**config.mk**
```make
export PLATFORM = sky130hd
export DESIGN_NAME = trig_wait_unit
export DESIGN_NICKNAME = d
export VERILOG_FILES = /design/src/rtl/tw_pkg.sv /design/src/rtl/tw_sync.sv /design/src/rtl/tw_detect.sv /design/src/rtl/tw_wdog.sv /design/src/rtl/trig_wait_unit.sv
export SDC_FILE = /design/constraint.sdc
export NUM_CORES = 1
export LEC_CHECK = 0
export ABC_CLOCK_PERIOD_IN_PS = 2230
export BUFFER_PORTS_ARGS = -buffer_cell sky130_fd_sc_hd__buf_2
export CAP_MARGIN = 20
export CORE_MARGIN = 5
export CORE_UTILIZATION = 35
export CTS_BUF_LIST = sky130_fd_sc_hd__clkbuf_8
export DETAILED_ROUTE_END_ITERATION = 6
export PLACE_DENSITY = 0.52
export SLEW_MARGIN = 20
export SYNTH_ARGS = -nofsm -noshare
export SYNTH_HDL_FRONTEND = slang
export SYNTH_SLANG_ARGS = --single-unit
export TNS_END_PERCENT = 20
```
**constraint.sdc**
```tcl
create_clock -name clk_i -period 2.23 [get_ports clk_i]
set_input_delay 0 -clock clk_i [delete_from_list [all_inputs] [get_ports clk_i]]
set_output_delay 0 -clock clk_i [all_outputs]
set_load 0.03 [all_outputs]
```
**src/rtl/tw_pkg.sv**
```systemverilog
package tw_pkg;

    localparam int unsigned MODE_W = 2;

    typedef logic [MODE_W-1:0] tw_mode_t;

    // bit 1 selects level detection, bit 0 suppresses the exit delay
    function automatic logic mode_is_level(input tw_mode_t m);
        return m[1];
    endfunction

    function automatic logic mode_skips_delay(input tw_mode_t m);
        return m[0];
    endfunction

endpackage

```
**src/rtl/tw_sync.sv**
```systemverilog
module tw_sync #(
    parameter int unsigned STAGES = 2
) (
    input  logic clk_i,
    input  logic rst_ni,
    input  logic d_i,
    output logic q_o
);
    logic [STAGES-1:0] ff_d, ff_q;

    always_comb begin
        ff_d = {ff_q[STAGES-2:0], d_i};
    end

    always_ff @(posedge clk_i or negedge rst_ni) begin
        if (!rst_ni) ff_q <= '0;
        else         ff_q <= ff_d;
    end

    assign q_o = ff_q[STAGES-1];
endmodule

```
**src/rtl/tw_detect.sv**
```systemverilog
module tw_detect (
    input  logic clk_i,
    input  logic rst_ni,
    input  logic arm_i,
    input  logic eval_i,
    input  logic edge_i,
    input  logic want_i,
    input  logic trig_i,
    output logic hit_o
);
    logic prev_d, prev_q;

    always_comb begin
        prev_d = prev_q;
        if (arm_i || eval_i) prev_d = trig_i;
        if (edge_i) hit_o = eval_i && (prev_q != want_i) && (trig_i == want_i);
        else        hit_o = eval_i && (trig_i == want_i);
    end

    always_ff @(posedge clk_i or negedge rst_ni) begin
        if (!rst_ni) prev_q <= 1'b0;
        else         prev_q <= prev_d;
    end
endmodule

```
**src/rtl/tw_wdog.sv**
```systemverilog
module tw_wdog #(
    parameter int unsigned SEL_W = 3,
    parameter int unsigned BASE  = 2
) (
    input  logic             clk_i,
    input  logic             rst_ni,
    input  logic             clr_i,
    input  logic             en_i,
    input  logic [SEL_W-1:0] sel_i,
    output logic             expire_o
);
    localparam int unsigned CNT_W = (1 << SEL_W) - 1 + BASE;

    logic [CNT_W-1:0] cnt_d, cnt_q, last;

    always_comb begin
        last  = ~({CNT_W{1'b1}} << (32'(sel_i) + BASE));
        cnt_d = cnt_q;
        if (clr_i)     cnt_d = '0;
        else if (en_i) cnt_d = cnt_q + CNT_W'(1);
        expire_o = en_i && (sel_i != '0) && (cnt_q == last);
    end

    always_ff @(posedge clk_i or negedge rst_ni) begin
        if (!rst_ni) cnt_q <= '0;
        else         cnt_q <= cnt_d;
    end
endmodule

```
**src/rtl/trig_wait_unit.sv**
```systemverilog
module trig_wait_unit #(
    parameter int unsigned SEL_W       = 3,
    parameter int unsigned WDOG_BASE   = 2,
    parameter int unsigned SYNC_STAGES = 2
) (
    input  logic                     clk_i,
    input  logic                     rst_ni,
    input  logic                     tick_i,
    input  logic                     start_i,
    input  logic                     want_high_i,
    input  logic                     trig_i,
    input  logic [tw_pkg::MODE_W-1:0] mode_i,
    input  logic [SEL_W-1:0]         wdog_sel_i,
    input  logic                     wdog_clr_i,
    output logic                     done_o,
    output logic                     delay_req_o,
    output logic                     timeout_o
);
    import tw_pkg::*;

    localparam int unsigned CFG_W = 1 + MODE_W + SEL_W;

    typedef struct packed {
        logic             waiting;
        logic             want;
        tw_mode_t         mode;
        logic [SEL_W-1:0] wsel;
        logic             done;
        logic             delay;
        logic             tmo;
    } st_t;

    st_t  st_d, st_q;
    logic trig_s, arm, eval, hit, expire;
    logic busy_w;
    logic [CFG_W-1:0] cfg_w;

    tw_sync #(.STAGES(SYNC_STAGES)) u_sync (
        .clk_i (clk_i),
        .rst_ni(rst_ni),
        .d_i   (trig_i),
        .q_o   (trig_s)
    );

    assign arm  = !st_q.waiting && start_i;
    assign eval = st_q.waiting && tick_i;

    tw_detect u_det (
        .clk_i (clk_i),
        .rst_ni(rst_ni),
        .arm_i (arm),
        .eval_i(eval),
        .edge_i(!mode_is_level(st_q.mode)),
        .want_i(st_q.want),
        .trig_i(trig_s),
        .hit_o (hit)
    );

    tw_wdog #(.SEL_W(SEL_W), .BASE(WDOG_BASE)) u_wdog (
        .clk_i   (clk_i),
        .rst_ni  (rst_ni),
        .clr_i   (arm),
        .en_i    (eval),
        .sel_i   (st_q.wsel),
        .expire_o(expire)
    );

    always_comb begin
        st_d       = st_q;
        st_d.done  = 1'b0;
        st_d.delay = 1'b0;
        if (wdog_clr_i) st_d.tmo = 1'b0;
        if (arm) begin
            st_d.waiting = 1'b1;
            st_d.want    = want_high_i;
            st_d.mode    = mode_i;
            st_d.wsel    = wdog_sel_i;
        end else if (eval) begin
            if (hit) begin
                st_d.waiting = 1'b0;
                st_d.done    = 1'b1;
                st_d.delay   = !mode_skips_delay(st_q.mode);
            end else if (expire) begin
                st_d.waiting = 1'b0;
                st_d.done    = 1'b1;
                st_d.tmo     = 1'b1;
            end
        end
    end

    always_ff @(posedge clk_i or negedge rst_ni) begin
        if (!rst_ni) st_q <= '0;
        else         st_q <= st_d;
    end

    assign done_o      = st_q.done;
    assign delay_req_o = st_q.delay;
    assign timeout_o   = st_q.tmo;
    assign busy_w      = st_q.waiting;
    assign cfg_w       = {st_q.want, st_q.mode, st_q.wsel};
endmodule

```
Yosys cells after proc, flatten, opt, wreduce, memory -nomap -nowiden
Index checks and enable logic that the tools add are counted.
{"block": "word_totals", "ff_bits": 22, "word_cells": 46, "output_inout_bits": 3}
{"block": "op_classes", "n_reduce_logical": 14, "mux": 15, "bitwise": 1, "shift": 1, "eq_ne": 3, "add_sub_neg": 2}
{"operator": "$shl 9x32->9 const A", "count": 1}
{"operator": "$mux 9", "count": 2}
{"operator": "$mux 1", "count": 11}
{"operator": "$add 9x1->9 const B", "count": 1}
{"operator": "$eq 9x9->1", "count": 1}
{"operator": "$not 9->9", "count": 1}
{"operator": "$logic_and 1x1->1", "count": 7}
{"operator": "$mux 3", "count": 2}
{"operator": "$reduce_bool 3->1", "count": 2}
{"operator": "$add 3x2->4 const B", "count": 1}
{"operator": "$logic_not 1->1", "count": 2}
{"operator": "$reduce_and 2->1", "count": 1}
{"operator": "$reduce_bool 2->1", "count": 1}
{"operator": "$eq 1x1->1", "count": 1}
{"operator": "$logic_or 1x1->1", "count": 1}
{"operator": "$ne 1x1->1", "count": 1}

Longest topological paths before layout
Gate-level depths: netlist of the first run.
{"block": "depth", "depth_word": 9, "depth_mapped": 7, "ltp_nobuf": 7}

Cells and area by module
Synthesis of the first run repeated with hierarchy kept, for this count alone.
{"block": "unflattened", "cells_unflattened": 116, "hier_area_um2": 1243.7}
{"module": "tw_wdog", "cells_each": 78, "area_per_inst_um2": 713.2, "seq_area_each_um2": 225.2, "n_inst": 1}
{"module": "trig_wait_unit", "cells_each": 28, "area_per_inst_um2": 412.9, "seq_area_each_um2": 250.2, "n_inst": 1}
{"module": "tw_detect", "cells_each": 8, "area_per_inst_um2": 67.6, "seq_area_each_um2": 25.0, "n_inst": 1}
{"module": "tw_sync", "cells_each": 2, "area_per_inst_um2": 50.0, "seq_area_each_um2": 50.0, "n_inst": 1}

Worst setup path before layout of the first run
No wires, ideal clock.
{"block": "synth_timing", "kind": "register to register", "from": "register st_q (netlist bit cfg_w[1])", "to": "register st_q (netlist bit busy_w)", "path_stages_with_launch": 8, "required_time_ps": 2110, "setup_ps": 120, "path_slack_ps": 180, "arrival_ps": 1930, "synth_period_minus_slack_ps": 2050, "path_cell_list": "dfrtp_1 > inv_1 > ha_1 > nor3b_1 > xor2_1 > mux2i_1 > or4_4 > and3_1"}
{"block": "synth_between", "elab_chain_len": 7}
{"element": "start, declared", "line": "trig_wait_unit.sv:33", "source": "st_t st_d, st_q;"}
{"element": "start signal, assigned", "line": "trig_wait_unit.sv:93", "source": "else st_q <= st_d;"}
{"element": "$add 3x2->4", "line": "tw_wdog.sv:17", "source": "last = ~({CNT_W{1'b1}} << (32'(sel_i) + BASE));"}
{"element": "$shl 9x32->9", "line": "tw_wdog.sv:17"}
{"element": "$not 9->9", "line": "tw_wdog.sv:17"}
{"element": "$eq 9x9->1", "line": "tw_wdog.sv:21", "source": "expire_o = en_i && (sel_i != '0) && (cnt_q == last);"}
{"element": "$logic_and 1x1->1 *", "line": "tw_wdog.sv:21"}
{"element": "$reduce_bool 3->1 (no source line) *"}
{"element": "$reduce_and 2->1 (no source line) *"}
Mark *: on every way between the ends. The rest lies on a longest branch, timed or not.
A chain may end at the register's enable or synchronous reset.

Worst setup path after layout of the first run
Ends and elaborated chain as after synthesis.

==> results of run 1 <==
[cell type report]
class                      instances  area share (%)
sequential                        22           38.90
inverter                           5           1.326
tap                               46           4.067
multi-input combinational         89           39.43
clock buffer                       4           3.890
timing repair buffer              25           12.38
[layer usage]
metal	GRT usage, %	part of all wire (%)	vias up	wire (um)
met2	23.21	49	17	1190
met1	16.27	46	428	1116
met5	0	0	-	0
met4	5.211	1.2	0	29
met3	2.463	3.4	3	82
li1	-	-	465	-
[kinds of logic after synthesis]
group	synth area share (%)
and+or+nand+nor	24.71
DFF	47.06
AOI/OAI and AO/OA	11.02
buffers and inverters	5.241
muxes	4.385
adders and majority gates	5.348
xor gates and xnor gates	2.246
[report_power, final]
part | leakage, nW | switching, mW | total, mW | internal (mW)
Sequential | 0.282 | 0.119 | 0.630 | 0.512
Clock | 0.0288 | 0.133 | 0.290 | 0.158
Combinational | 0.362 | 0.320 | 0.594 | 0.274
[registers in the layout, indices dropped and copies added (netlist names)]
signal        flops
busy_w            1
timeout_o         1
cfg_w             6
done_o            1
u_wdog.cnt_q      9
u_det.prev_q      1
delay_req_o       1
u_sync.ff_q       2
[path summary, 6_finish.rpt]
| kind | cells past startpoint | to | startpoint | slack [ns] |
|---|---|---|---|---|
| setup reg to reg | 6 | busy_w | cfg_w[1] | 0.09 |
| min in group asynchronous | 2 | u_wdog.cnt_q[0] | rst_ni | 0.23 |
| max in group asynchronous | 2 | u_wdog.cnt_q[5] | rst_ni | 1.65 |
| hold reg to reg | 0 | u_sync.ff_q[1] | u_sync.ff_q[0] | 0.35 |
| hold / removal | 3 | u_wdog.cnt_q[0] | tick_i | 0.07 |
| setup / recovery | 6 | busy_w | cfg_w[1] | 0.09 |
[layout by cell type (no fill, tap or decap), types with 2 or more instances in the layout]
master and instances:
dlygate4sd3_1 9, xor2_1 2, mux2i_1 4, dfrtp_1 22
nand3_1 10, nor2_1 6, nand2_1 23, clkbuf_8 4
ha_1 5, a21o_1 2, nand2b_1 5, nor3_1 3
o21ai_0 3, buf_4 2, buf_2 14, o21ai_1 3
and3_1 2, a211oi_1 2, inv_1 5, a21oi_1 2
[stage by stage]
step	util [%]	total power, mW	worst slack, ns	instances	hold WS (ns)
3_5_place_dp	38.67	1.224	0.1106	178	0.01097
2_1_floorplan	-	1.087	0.1803	122	-0.2956
6_report	43.09	1.514	0.08640	191	0.06995
5_1_grt	43.09	1.651	0.005471	191	0.08120
3_3_place_gp	38.67	1.205	0.2002	178	-0.002801
4_1_cts	43.09	1.534	0.1050	191	0.06071
[repair_timing]
| action | CTS | global route |
|---|---|---|
| hold endpoints to repair | 30 | 0 |
| hold buffers | 9 | 0 |
| gates resized for setup | 0 | 0 |
[worst min-delay path: cells and delay by family]
family          cells  cell delay, ns
simple gates        1            0.08
compound gates      1            0.07
buf+inv             1            0.15
==> results.yml, run 1 <==
worst_setup_path:
  path_buf_inv: 1
  required_ns: 2.39
  cp-end-kind: "flop"
  path_max_fanout: 8
  path_delay_family: "simple AND/OR/NAND/NOR gates"
  crit_chain: "buf_4 -> ha_1 -> nor4b_1 -> a311oi_1 -> or4_4 -> and3_1"
  arrival_ns: 2.31
  slowest_stage: "or4_4"
  start_kind: "flop"
  slowest_delay_ns: 0.56
  path_class: "flop to flop"
synthesis:
  synth-warning-count: 0
  yosysTopAreaCell: "dfrtp_1"
  synth_top_area_share_pct: 47.06
  ys_top_cells_by_count: "nand2_1, dfrtp_1, nand3_1"
  synthDistinctLibCells: 37
  synth.most_common_cell: "nand2_1"
  synth_area_mm2: 0.001170
  syn_nets: 139
  synthCells: 122
  avgSynthCellArea_um2: 9.589
  synth_edf_count: 0
  synth_seq_cells: 22
  yosysSeqAreaShare_pct: 47.06
  netlist_top_cells_area: "dfrtp_1, nand2_1, ha_1"
  synth_ff_type: "dfrtp_1"
  async_flop_share_pct: 100.0
drt:
  viasPerCell: 4.780
  dr.pass1.iters: 4
  vias: 913
  drc_errors: 0
  routed_wl_mm: 2.418
  drt_iter0_drc: 24
  ant_nets: 0
  wl_per_cell_um: 12.66
grt:
  grt_pass1_vias: 994
  antenna_found_initial: 0
  grt_max_degree: 23
  grtUsageTotal_pct: 13.34
  grt_pass1_wl_mm: 4.547
  gr-total-overflow: 0
floorplan:
  initial_core_util_pct: 35.62
  dieWidth_um: 67.82
  coreArea_mm2: 0.003284
  rows: 21
  design.portCount: 15
  die_h_um: 67.82
  dieArea_mm2: 0.004599
clocking:
  cts_root_buf: "clkbuf_8"
  clk_latency_ns: 0.27
  cts_buffers: 3
  clk_pin_slew_ns: 0.08
  clock_path_buffers: 2
  cts_setup_buffers: 0
  cts_max_level: 1
  cts_sinks: 22
  cts_tree: "done"
sta:
  period_share_pct: 96.13
  drv_slew: 0
  tns_ns: 0
  fmax_ghz: 0.4665
  worstMarginPinSlew_ns: 0.5010
  rsz0062_at_grt: "false"
  setup_violations: 0
  max_slew_margin_pct: 66.60
  fin_crit_ns: 2.144
  hold_viol_final: 0
  clock_skew_ns: 0.006078
layout:
  regArea_um2: 550.5
  stdcell_area_mm2: 0.001415
  syn_to_final_growth_pct: 20.96
  drive_above_1_share_pct: 16.55
  fin_nets: 163
  multi_input_area_um2: 558.0
  n_fill_cell: 326
  n_antenna_cell: 0
hold_path:
  min_path_type: "input pin to flop"
placement:
  io_buffer_count: 14
  hpwl_mm: 1.752
  globalplace.congestion: 0.8095
  placed_cell_area_mm2: 0.001270
pwr:
  powerDensity_mw_per_mm2: 1070
  peakVddDrop_v: 0.0007107
  p_leak_nw: 0.6726
run:
  cap_violations: 0
status:
  status: "finished clean"
Power figures use the tool's default switching activity.
==> run 2: changes to the inputs <==
- ABC_AREA: not set -> 1
==> results.yml, run 2 <==
status:
  status: "finished clean"
worst_setup_path:
  cp-end-kind: "flop"
  required_ns: 2.38
  start_kind: "flop"
  worstReg2RegStart: "cfg_w[1]"
  path_class: "flop to flop"
  path_max_fanout: 6
  rrSetupSlack_ns: 0.62
  arrival_ns: 1.76
  timing.rr.end: "busy_w"
  worst_r2r_path_depth: 10
pwr:
  p_clk_share_pct: 22.9
  p_int_mw: 0.9944
  combPwrFrac_pct: 39.3
  power_frac_seq_pct: 37.9
  p_leak_nw: 0.7602
  swShare_pct: 39.53
  netSwitchingPower_mw: 0.6502
  peakVddDrop_v: 0.0004752
  powerDensity_mw_per_mm2: 1105
clocking:
  cts_buffers: 3
  cts_sinks: 22
  cts_root_buf: "clkbuf_8"
  clk_pin_slew_ns: 0.09
  clock_path_buffers: 2
  cts_resized: 0
  clk_latency_ns: 0.27
  cts_tree: "done"
  cts_max_level: 1
  cts_setup_buffers: 0
grt:
  antenna_found_initial: 0
  gr-total-overflow: 0
  grt_pass1_wl_mm: 4.229
  grt_pass1_vias: 908
  grt_max_degree: 23
  grtUsageTotal_pct: 12.42
floorplan:
  die_h_um: 68.89
  coreArea_mm2: 0.003337
  initial_core_util_pct: 36.37
  rows: 21
  dieWidth_um: 68.89
  design.portCount: 15
  dieArea_mm2: 0.004745
layout:
  drive_above_1_share_pct: 20.34
  largest_reg_flops: 9
  n_antenna_cell: 0
  fin_nets: 195
  layout_common_cells: "nand2_1, dfrtp_1, inv_1, buf_2, nor2_1"
  top_register: "u_wdog.cnt_q"
  syn_to_final_growth_pct: 22.68
  stdcell_area_mm2: 0.001489
  final_common_cell: "nand2_1"
sta:
  hold_viol_final: 0
  fmax_ghz: 0.6212
  tns_ns: 0
  worstMarginPinSlew_ns: 0.5239
  clock_skew_ns: 0.008046
  setup_violations: 0
  drv_slew: 0
  rsz0062_at_grt: "false"
  whs_ns: 0.1439
  fin_crit_ns: 1.610
  max_slew_margin_pct: 65.07
  period_share_pct: 72.19
placement:
  placed_cell_area_mm2: 0.001328
  hpwl_mm: 1.709
  io_buffer_count: 14
  globalplace.congestion: 0.8597
drt:
  viasPerCell: 4.390
  routed_wl_mm: 2.437
  vias: 979
  drt_iter0_drc: 28
  dr.pass1.iters: 4
  drc_errors: 0
  wl_per_cell_um: 10.93
  ant_nets: 0
synthesis:
  yosysSeqAreaShare_pct: 45.36
  synth_top_area_share_pct: 45.36
  synth_mux_area_share_pct: 0
  synth_top_family_by_area: "simple AND/OR/NAND/NOR gates"
  yosysTopAreaCell: "dfrtp_1"
  ys_top_cells_by_count: "nand2_1, dfrtp_1, inv_1"
  netlist_top_cells_area: "dfrtp_1, nand2_1, ha_1"
  async_flop_share_pct: 100.0
  synth_edf_count: 0
  synth_area_mm2: 0.001214
  synth.most_common_cell: "nand2_1"
  avgSynthCellArea_um2: 7.985
  synth-compound-area-share_pct: 9.485
  synthCells: 152
  synth-xor-area-share_pct: 0.7216
  synth-warning-count: 0
  synth_seq_cells: 22
  synth_ff_type: "dfrtp_1"
  synth-simple-area-share_pct: 30.93
  syn_nets: 169
  synthDistinctLibCells: 25
  synth_fa_ha_area_share_pct: 5.155
hold_path:
  hold_depth: 4
  min_path_type: "input pin to flop"
  hold_path_end: "u_wdog.cnt_q[1]"
  hp-start: "tick_i"
run:
  cap_violations: 0
## run 2: cell types whose count changed after synthesis, moves of 3 or more
cell      previous run  this run
nor2_2               0         6
nand2_1             23        44
mux2i_1              4         0
nor3_1               3         0
nand2_2              0         3
inv_1                5        16
nand2b_1             5         0
nor2_1               6        12
a21oi_1              2         7
## run 2: worst max-delay path by stage
stage,cells after the start,end,from
floorplan,10,busy_w,cfg_w[1]
global placement,10,busy_w,cfg_w[1]
detailed placement,10,busy_w,cfg_w[1]
CTS,10,busy_w,cfg_w[1]
global route,9,busy_w,cfg_w[1]
finish,10,busy_w,cfg_w[1]
## run 2: cells by family after synthesis
| group | after synthesis |
|---|---|
| xor+xnor | 1 |
| buf+inv | 23 |
| fa+ha+maj | 5 |
| flops | 22 |
| compound gates | 21 |
| simple gates | 80 |
## run 2: what timing repair did
item | 4_1_cts | 5_1_grt
hold buffers | 9 | 0
setup endpoints to repair | 0 | 0
hold endpoints to repair | 30 | 0
## run 2: critical path, stage by stage, from the launching register on
cell,delay [ns]
dfrtp_1,0.38
inv_2,0.08
ha_1,0.34
nor2_2,0.16
inv_1,0.07
nand3_1,0.08
nand2_1,0.06
nor2_2,0.11
nand3_2,0.09
nand3_1,0.08
nand2_1,0.05
## run 2: final cells by class
class | count | area, um2
Timing Repair Buffer | 24 | 167.7
Sequential cell | 22 | 550.5
Inverter | 20 | 80.08
Multi-Input combinational cell | 107 | 561.8
Clock buffer | 3 | 41.29
Clock inverter | 1 | 30.03
Fill cell | 349 | 1848
Tap cell | 46 | 57.56
## run 2: per-layer routing
layer | share of wire, % | track usage (%) | vias up
li1 | - | - | 530
met1 | 52 | 16.63 | 431
met2 | 43 | 19.05 | 14
met3 | 3.9 | 4.052 | 4
met4 | 1.1 | 3.650 | 0
met5 | 0 | 0 | -
## run 2: power by group through the flow
stage	combinational [mW]	clock (mW)	sequential [mW]
6_report	0.646	0.376	0.623
5_1_grt	0.744	0.409	0.642
4_1_cts	0.657	0.389	0.625
3_5_place_dp	0.642	0	0.630
3_3_place_gp	0.632	0	0.625
2_1_floorplan	0.509	0	0.624
## run 2: metrics by stage
step / total power [mW] / worst slack [ns] / cells / utilization (%)
finish: 1.645 / 0.6202 / 223 / 44.62
global route: 1.795 / 0.4796 / 223 / 44.62
CTS: 1.670 / 0.6069 / 223 / 44.62
detailed placement: 1.272 / 0.6196 / 210 / 39.78
global placement: 1.257 / 0.6630 / 210 / 39.78
floorplan: 1.133 / 0.7473 / 152 / -
==> run 3: changes to the inputs <==
- ABC_AREA: 1 -> 0
- ABC_CLOCK_PERIOD_IN_PS: 2230 -> 1600
- clock period: 2.23 -> 1.6 ns (I/O delays scaled with it)
==> results.yml, run 3 (synthesized netlist as in run 1, its figures left out) <==
status:
  status: "finished with violations"
  violations: "setup timing"
layout:
  n_fill_cell: 306
  multi_input_area_um2: 601.8
  stdcell_area_mm2: 0.001577
  layout_common_cells: "nand2_1, dfrtp_1, buf_4, buf_2, nand3_1"
  fin_nets: 178
  top_register: "u_wdog.cnt_q"
  largest_reg_flops: 9
  syn_to_final_growth_pct: 34.76
  final_common_cell: "nand2_1"
  n_antenna_cell: 0
  drive_above_1_share_pct: 30.63
  regArea_um2: 553.0
sta:
  drv_slew: 0
  fmax_ghz: 0.5297
  hold_viol_final: 0
  fin_crit_ns: 1.888
  setup_violations: 3
  period_share_pct: 118.0
  fin_ws_ns: -0.2877
  clock_skew_ns: 0.003267
  rsz0062_at_grt: "true"
  worstMarginPinSlew_ns: 0.5030
  max_slew_margin_pct: 66.47
floorplan:
  die_h_um: 67.82
  dieArea_mm2: 0.004599
  coreArea_mm2: 0.003284
  initial_core_util_pct: 35.62
  rows: 21
  dieWidth_um: 67.82
  design.portCount: 15
pwr:
  netSwitchingPower_mw: 0.8825
  p_leak_nw: 0.7478
  p_int_mw: 1.524
  swShare_pct: 36.68
  peakVddDrop_v: 0.0006628
  combPwrFrac_pct: 48.1
  power_frac_seq_pct: 35.2
  p_clk_share_pct: 16.8
  powerDensity_mw_per_mm2: 1526
worst_setup_path:
  rrSetupSlack_ns: -0.29
  path_delay_family: "simple AND/OR/NAND/NOR gates"
  start_kind: "flop"
  path_buf_inv: 1
  path_class: "flop to flop"
  crit_cells: 7
  path_max_fanout: 6
  arrival_ns: 2.05
  cp-startpoint: "cfg_w[1]"
  worstReg2RegStart: "cfg_w[1]"
  required_ns: 1.76
  slowest_stage: "dfrtp_2"
  slowest_delay_ns: 0.44
  endpoint: "busy_w"
  worst_r2r_path_depth: 7
  timing.rr.end: "busy_w"
  crit_chain: "inv_4 -> ha_4 -> nor3b_2 -> xor2_1 -> mux2i_1 -> or4_4 -> and3_1"
  cp-end-kind: "flop"
grt:
  gr-total-overflow: 0
  grt_pass1_vias: 945
  antenna_found_initial: 0
  grt_pass1_wl_mm: 4.188
  grtUsageTotal_pct: 12.26
  grt_max_degree: 23
drt:
  routed_wl_mm: 2.530
  viasPerCell: 4.704
  dr.pass1.iters: 4
  vias: 969
  drc_errors: 0
  ant_nets: 0
  drt_iter0_drc: 21
  wl_per_cell_um: 12.28
placement:
  pre_cts_slack_ns: -0.3154
  io_buffer_count: 14
  hpwl_mm: 1.920
  placed_cell_area_mm2: 0.001400
  globalplace.congestion: 0.8806
clocking:
  cts_buffers: 3
  clock_path_buffers: 2
  clk_pin_slew_ns: 0.08
  cts_max_level: 1
  cts_tree: "done"
  cts_root_buf: "clkbuf_8"
  cts_sinks: 22
  clk_latency_ns: 0.26
run:
  cap_violations: 0
hold_path:
  min_path_type: "input pin to flop"
## run 3: power by group through the flow
stage,clock [mW],combinational (mW),sequential [mW]
final,0.403,1.16,0.846
after global routing,0.444,1.28,0.865
after CTS,0.419,1.17,0.844
after detailed placement,0,1.08,0.848
after global placement,0,1.06,0.840
after floorplan,0,0.712,0.884
## run 3: cell type report
type | count | area share [%]
flip-flops and latches | 22 | 35.08
multi-input cells | 89 | 38.17
inverters | 5 | 1.349
repair buffers | 40 | 18.25
clock buffers | 4 | 3.492
well taps | 46 | 3.651
## run 3: how the worst min path moves through the flow
stage,slack (ns),endpoint,from,depth (start not counted)
after floorplan,-0.30,busy_w,rst_ni,0
after global placement,-0.004,u_wdog.cnt_q[0],rst_ni,1
after detailed placement,0.002,u_wdog.cnt_q[2],rst_ni,1
after CTS,0.10,u_wdog.cnt_q[3],start_i,3
after global routing,0.12,u_wdog.cnt_q[3],start_i,3
final,0.12,u_wdog.cnt_q[3],start_i,3
## run 3: stage by stage
stage	power [mW]	hold slack [ns]	util, %	TNS, ns	instances
5_1_grt	2.589	0.1236	48.00	-0.8996	206
2_1_floorplan	1.597	-0.2956	-	-0.5868	122
3_5_place_dp	1.930	0.002146	42.63	-0.7269	191
6_report	2.406	0.1215	48.00	-0.6759	206
4_1_cts	2.431	0.1022	48.00	-0.6819	206
3_3_place_gp	1.903	-0.004423	42.63	-0.6699	191
## run 3: what timing repair did
item                                   4_1_cts  5_1_grt
pin swaps                                    1        1
buffers inserted                             2        0
resized for setup                            5        0
setup endpoints to repair                    3        3
endpoints found under the hold margin       30        0
gates cloned                                 0        0
hold buffers                                 9        0
## run 3: metal layers
layer	wire [um]	track usage [%]	vias up
met2	1208	20.53	12
met3	86	2.299	2
met4	19	3.722	0
met1	1216	16.03	458
li1	-	-	497
met5	0	0	-
## run 3: worst min-delay path: stages
cell	delay, ns
buf_2	0.10
or2_1	0.16
a31oi_1	0.09
